--- config.mk ---
export PLATFORM = sky130hd
export DESIGN_NAME = nvsram_ctrl
export DESIGN_NICKNAME = d
export VERILOG_FILES = /design/src/rtl/nvsram_ctrl.sv
export SDC_FILE = /design/constraint.sdc
export NUM_CORES = 1
export LEC_CHECK = 0
export ABC_AREA = 1
export BUFFER_PORTS_ARGS = -buffer_cell sky130_fd_sc_hd__buf_2
export CAP_MARGIN = 20
export CORE_UTILIZATION = 46
export DETAILED_ROUTE_END_ITERATION = 12
export PLACE_DENSITY = 0.72
export SYNTH_ARGS = -nofsm -noshare
export SYNTH_HDL_FRONTEND = slang
export SYNTH_SLANG_ARGS = --single-unit
--- constraint.sdc ---
create_clock -name clk -period 2.44 [get_ports clk]
set_input_delay 0.366 -clock clk [delete_from_list [all_inputs] [get_ports clk]]
set_output_delay 0.366 -clock clk [all_outputs]
set_load 0.005 [all_outputs]
--- src/rtl/nvsram_ctrl.sv ---
module nvsram_ctrl #(
  parameter int ADDR_W        = 4,
  parameter int STORE_CYCLES  = 20,
  parameter int RECALL_CYCLES = 8,
  parameter logic [ADDR_W-1:0] SEQ0       = 'h3,
  parameter logic [ADDR_W-1:0] SEQ1       = 'hC,
  parameter logic [ADDR_W-1:0] SEQ2       = 'h5,
  parameter logic [ADDR_W-1:0] SEQ3       = 'hA,
  parameter logic [ADDR_W-1:0] SEQ4       = 'h6,
  parameter logic [ADDR_W-1:0] SEQ_STORE  = 'hF,
  parameter logic [ADDR_W-1:0] SEQ_RECALL = 'h9
) (
  input  logic              clk,
  input  logic              rst_n,
  input  logic              ce_n,
  input  logic              oe_n,
  input  logic              we_n,
  input  logic [ADDR_W-1:0] addr,
  input  logic [7:0]        din,
  output logic [7:0]        dout,
  output logic              dout_oe,
  input  logic              store_req_n,
  output logic              busy_n,
  input  logic              pwr_good
);
  localparam int DEPTH = 1 << ADDR_W;
  localparam int MAXC  = (STORE_CYCLES > RECALL_CYCLES) ? STORE_CYCLES : RECALL_CYCLES;
  localparam int CNT_W = (MAXC > 1) ? $clog2(MAXC) : 1;

  typedef enum logic [1:0] {ST_IDLE, ST_STORE, ST_RECALL} state_t;

  state_t           state;
  logic [CNT_W-1:0] cnt;
  logic [2:0]       step;
  logic             pg_q, sreq_q;
  logic [7:0]       work_mem   [DEPTH];
  logic [7:0]       shadow_mem [DEPTH];

  function automatic logic [ADDR_W-1:0] seq_at(input logic [2:0] s);
    case (s)
      3'd1:    return SEQ1;
      3'd2:    return SEQ2;
      3'd3:    return SEQ3;
      3'd4:    return SEQ4;
      default: return SEQ0;
    endcase
  endfunction

  wire idle      = (state == ST_IDLE);
  wire pwr_fall  = pg_q & ~pwr_good;
  wire pwr_rise  = ~pg_q & pwr_good;
  wire pin_fall  = sreq_q & ~store_req_n;
  wire rd_acc    = idle & ~ce_n & we_n;
  wire wr_acc    = idle & ~ce_n & ~we_n;
  wire seq_last  = rd_acc && (step == 3'd5);
  wire sw_store  = seq_last && (addr == SEQ_STORE);
  wire sw_recall = seq_last && (addr == SEQ_RECALL);
  wire go_store  = idle & (pwr_fall | pin_fall | sw_store);
  wire go_recall = idle & ~go_store & (pwr_rise | sw_recall);
  wire wr_hit    = wr_acc & ~go_store & ~go_recall;
  wire [2:0] next_step = (step < 3'd5 && addr == seq_at(step)) ? step + 3'd1 : 3'd0;

  assign busy_n  = idle;
  assign dout_oe = idle & ~ce_n & we_n & ~oe_n;
  assign dout    = dout_oe ? work_mem[addr] : 8'h00;

  always_ff @(posedge clk) begin
    if (!rst_n) begin
      state  <= ST_IDLE;
      cnt    <= '0;
      step   <= 3'd0;
      pg_q   <= 1'b0;
      sreq_q <= 1'b1;
      for (int i = 0; i < DEPTH; i++) begin
        work_mem[i]   <= 8'h00;
        shadow_mem[i] <= 8'h00;
      end
    end else begin
      pg_q   <= pwr_good;
      sreq_q <= store_req_n;
      if (idle) begin
        if (go_store) begin
          shadow_mem <= work_mem;
          state      <= ST_STORE;
          cnt        <= CNT_W'(STORE_CYCLES - 1);
          step       <= 3'd0;
        end else if (go_recall) begin
          for (int i = 0; i < DEPTH; i++) work_mem[i] <= 8'h00;
          state <= ST_RECALL;
          cnt   <= CNT_W'(RECALL_CYCLES - 1);
          step  <= 3'd0;
        end else if (wr_hit) begin
          work_mem[addr] <= din;
          step           <= 3'd0;
        end else if (rd_acc) begin
          step <= next_step;
        end
      end else if (cnt == '0) begin
        if (state == ST_RECALL) work_mem <= shadow_mem;
        state <= ST_IDLE;
      end else begin
        cnt <= cnt - 1'b1;
      end
    end
  end

  AST_WRITE_LANDS: assert property (@(posedge clk) disable iff (!rst_n)
    wr_hit |=> work_mem[$past(addr)] == $past(din));
  AST_PWR_FALL_STORE: assert property (@(posedge clk) disable iff (!rst_n)
    (idle && pwr_fall) |=> (state == ST_STORE && !busy_n));
  AST_PIN_STORE: assert property (@(posedge clk) disable iff (!rst_n)
    (idle && pin_fall) |=> (state == ST_STORE));
  AST_STORE_COPY: assert property (@(posedge clk) disable iff (!rst_n)
    go_store |=> shadow_mem[$past(addr)] == $past(work_mem[addr]));
  AST_RISE_RECALL: assert property (@(posedge clk) disable iff (!rst_n)
    (idle && pwr_rise && !pin_fall) |=> (state == ST_RECALL));
  AST_SHADOW_KEPT: assert property (@(posedge clk) disable iff (!rst_n)
    (state == ST_RECALL) |=> shadow_mem[$past(addr)] == $past(shadow_mem[addr]));
  AST_BUSY_HOLDS: assert property (@(posedge clk) disable iff (!rst_n)
    (!idle && cnt != '0) |=> !busy_n);
  AST_STORE_LOCKS_WORK: assert property (@(posedge clk) disable iff (!rst_n)
    (state == ST_STORE) |=> work_mem[$past(addr)] == $past(work_mem[addr]));
  AST_STORE_WINS: assert property (@(posedge clk) disable iff (!rst_n)
    (idle && pin_fall && (pwr_rise || sw_recall)) |=> (state == ST_STORE));
endmodule

==> out/results.tsv <==
stage	metric	value	unit
setup_path	r2r-start	step[1]	
setup_path	cp_num_buf_inv	4	
synthesis	async_flop_share	0	%
route	num_vias	12900	
floorplan	fp-row-count	61	
place	placed_cells	2327	
synthesis	avgSynthCellArea	6.54	um^2
sta	hold_viol_final	0	
layout	nets	2007	
setup_path	crit_family	buffers and inverters	
setup_path	slowest_delay	0.33	ns
worst_hold_path	holdPathEnd	sreq_q	
sta	max-slew-margin-rel	54.3	%
synthesis	ys_ff_latch	268	
layout	fin_util	52.9	%
setup_path	cp_max_fo	28	
route	first_iter_violations	1322	
layout	final_cells	2383	
global_route	grt_pass1_vias	11400	
outcome	violations	setup timing	
floorplan	ios	29	
synthesis	synth_fp_nets	2023	
setup_path	cp.arrival	2.08	ns
power	p_sw	3.96	mW
route	dr.pass1.iters	5	
setup_path	reg2reg_slack	0.20	ns
floorplan	fp.dieArea	29100	um^2
job	maxCapViolCount	0	
global_route	grt_max_degree	103	
cts	cts_max_path_buffers	3	
cts	root_buffer	clkbuf_16	
setup_path	required	2.07	ns
cts	clk_pin_slew_worst_paths	0.06	ns
power	switching_share	31.9	%
setup_path	crit_path_start_kind	input pin	
power	p_per_area	844	nW/um^2
outcome	run_status	complete, but fails checks	
worst_hold_path	worstHoldStart	store_req_n	
setup_path	crit_path_end_kind	output port	
floorplan	die_w	171	um
floorplan	core_area	27900	um^2
setup_path	ff2ff_path_depth	12	
place	placed_area	13700	um^2
synthesis	synth_warnings	0	
layout	antenna_cells	0	
worst_hold_path	min_path_cells	2	
power	total_power	12.4	mW
place	dp.final_hpwl	22.7	mm
layout	area_growth	12.7	%
global_route	antenna_found_initial	0	
synthesis	synthFlopType	dfxtp_1	
floorplan	start_util	46.9	%
layout	fin_area	14700	um^2
cts	cts_sinks	268	
sta	setup_viol	1	
global_route	grt_overflow_total	0	
sta	max_freq	408	MHz
setup_path	cp_slowest_cell	inv_4	
sta	timing.final.crit_period	2.45	ns
cts	numCtsBuffers	29	
route	drc	0	
power	peakVddDrop	560	uV
route	routed_via_density	5.40	
route	wl	37.4	mm
power	internal-power	8.47	mW
sta	rsz0062_at_grt	false	
synthesis	synth-edff-count	0	
power	power.share.clock	36.2	%
cts	clk_latency	0.55	ns
setup_path	r2r-end	work_mem[79]	
global_route	grt_pass1_wl	59.9	mm
cts	cts_tree	done	
worst_hold_path	hp-class	input pin to flip-flop	
cts	hold_buffers	0	
sta	clock_skew	0.00889	ns
power	comb_power_share	22.3	%
place	place_ws	-0.00265	ns
synthesis	syn_area	13100	um^2
route	post_drt_wl_per_cell	15.7	um
global_route	grt_use_total	25.6	%
place	gp_congestion	0.886	
route	ant_nets	0	
synthesis	synthCells	1999	
power	leakage	6.57	nW
setup_path	crit_chain	buf_2 -> inv_2 -> nor2_4 -> inv_4 -> o22ai_1 -> o21ai_0 -> o21ai_0 -> nor2_1 -> nor2_1 -> buf_2	
synthesis	synth_seq_area_share	41.1	%
cts	htreeDepth	1	
setup_path	worstSetupPathType	input pin to output port	
place	port_buffers	28	
floorplan	die_y	171	um
layout	drive_gt1_share	8.73	%
sta	tightest_slew	0.685	ns
power	p_seq_share	41.6	%
sta	period_share	100	%
sta	fin_ws	-0.0108	ns
sta	maxSlewViolCount	0	
synthesis	ys_types	34	
-- power by group through the flow --
| stage | combinational [mW] | clock, mW | sequential [mW] |
|---|---|---|---|
| 2_1_floorplan | 2.00 | 0 | 5.19 |
| 3_3_place_gp | 2.60 | 0 | 5.23 |
| 3_5_place_dp | 2.67 | 0 | 5.25 |
| 4_1_cts | 2.69 | 4.55 | 5.16 |
| 5_1_grt | 3.11 | 4.74 | 5.22 |
| 6_report | 2.77 | 4.50 | 5.17 |
-- cells by family (layout without fill, tap and decap cells) --
family / after synthesis / after routing / synth area share [%]
compound gates: 498 / 498 / 19.9
xor+xnor: 3 / 3 / 0.201
fa+ha+maj: 5 / 5 / 0.479
buf+inv: 311 / 316 / 9.94
flops: 268 / 268 / 41.1
simple gates: 914 / 915 / 28.4
-- timing repair --
item / 4_1_cts / 5_1_grt
gates cloned: 0 / 1
pin swaps: 0 / 1
setup buffers: 0 / 3
hold endpoints to repair: 0 / 0
resized for setup: 1 / 13
setup endpoints to repair: 1 / 123
-- registers in the layout (all words and copies together) (netlist names) --
signal      flops
cnt             5
state           2
shadow_mem    128
pg_q            1
sreq_q          1
step            3
work_mem      128
-- metal layers --
| layer | vias up | routed length (um) | share of wire (%) | global-route usage, % |
|---|---|---|---|---|
| met5 | - | 0 | 0 | 0 |
| met4 | 0 | 947 | 2.5 | 6.97 |
| met3 | 67 | 3330 | 8.9 | 4.72 |
| met2 | 498 | 16400 | 44 | 40.3 |
| met1 | 5942 | 16800 | 45 | 35.7 |
| li1 | 6352 | - | - | - |
-- layout by cell type (no fill, tap or decap), drive strengths merged --
cell type / instances
buf: 88
nand2: 553
a21oi: 141
nor2: 309
xnor2: 1
o21ai: 291
inv: 174
nor3: 4
clkbuf: 38
nand3: 43
a221oi: 8
clkinvlp: 2
o22ai: 57
ha: 5
or2: 2
nand4: 4
o211ai: 1
dfxtp: 268
xor2: 2
bufinv: 3
clkinv: 11
-- final cells by class --
type | instances | area, um^2
timing repair buffer | 88 | 759
inverter | 175 | 664
clock inverter | 15 | 159
multi-input combinational | 1421 | 6490
tap | 378 | 473
fill | 2673 | 13100
sequential | 268 | 5370
clock buffer | 38 | 820
-- worst max-delay path by stage --
stage                 start           end  cells past startpoint
global route        addr[0]       dout[7]                     10
CTS                 addr[0]       dout[6]                     11
floorplan            cnt[0]  work_mem[10]                     14
global placement    addr[0]       dout[0]                     11
detailed placement  addr[0]       dout[4]                     11
finish              addr[0]       dout[2]                     10
-- worst reg2reg max path, cell delays in order (launching register included) --
cell and delay [ns]:
dfxtp_1 0.39, inv_1 0.10, ha_1 0.22, nand2_1 0.09, nor2_2 0.06, a21oi_4 0.21
nand3_4 0.22, buf_4 0.27, nand3_1 0.14, nand3_4 0.20, nand2_1 0.14, nand2_1 0.07
nor2_1 0.08
-- metrics by stage --
stage	hold slack, ns	TNS (ns)
after detailed placement	0.469	-0.00265
final	0.0311	-0.0108
after floorplan	0.444	0
after global routing	0.0162	0
after CTS	0.0138	0
after global placement	0.457	-0.000179
-- synth_stat cells (all sizes together) (2+ instances only) --
cell	n	area [um^2]
o22ai	57	357
a21oi	141	709
or2	2	12.5
ha	5	62.6
nor3	4	20.0
a221oi	8	70.1
clkbuf	85	319
nor2	309	1200
nand2	553	2080
o21ai	291	1460
inv	174	656
buf	51	320
nand3	42	375
dfxtp	268	5370
nand4	4	25.0
xor2	2	17.5
No activity file was read; power rests on OpenSTA's default activity.
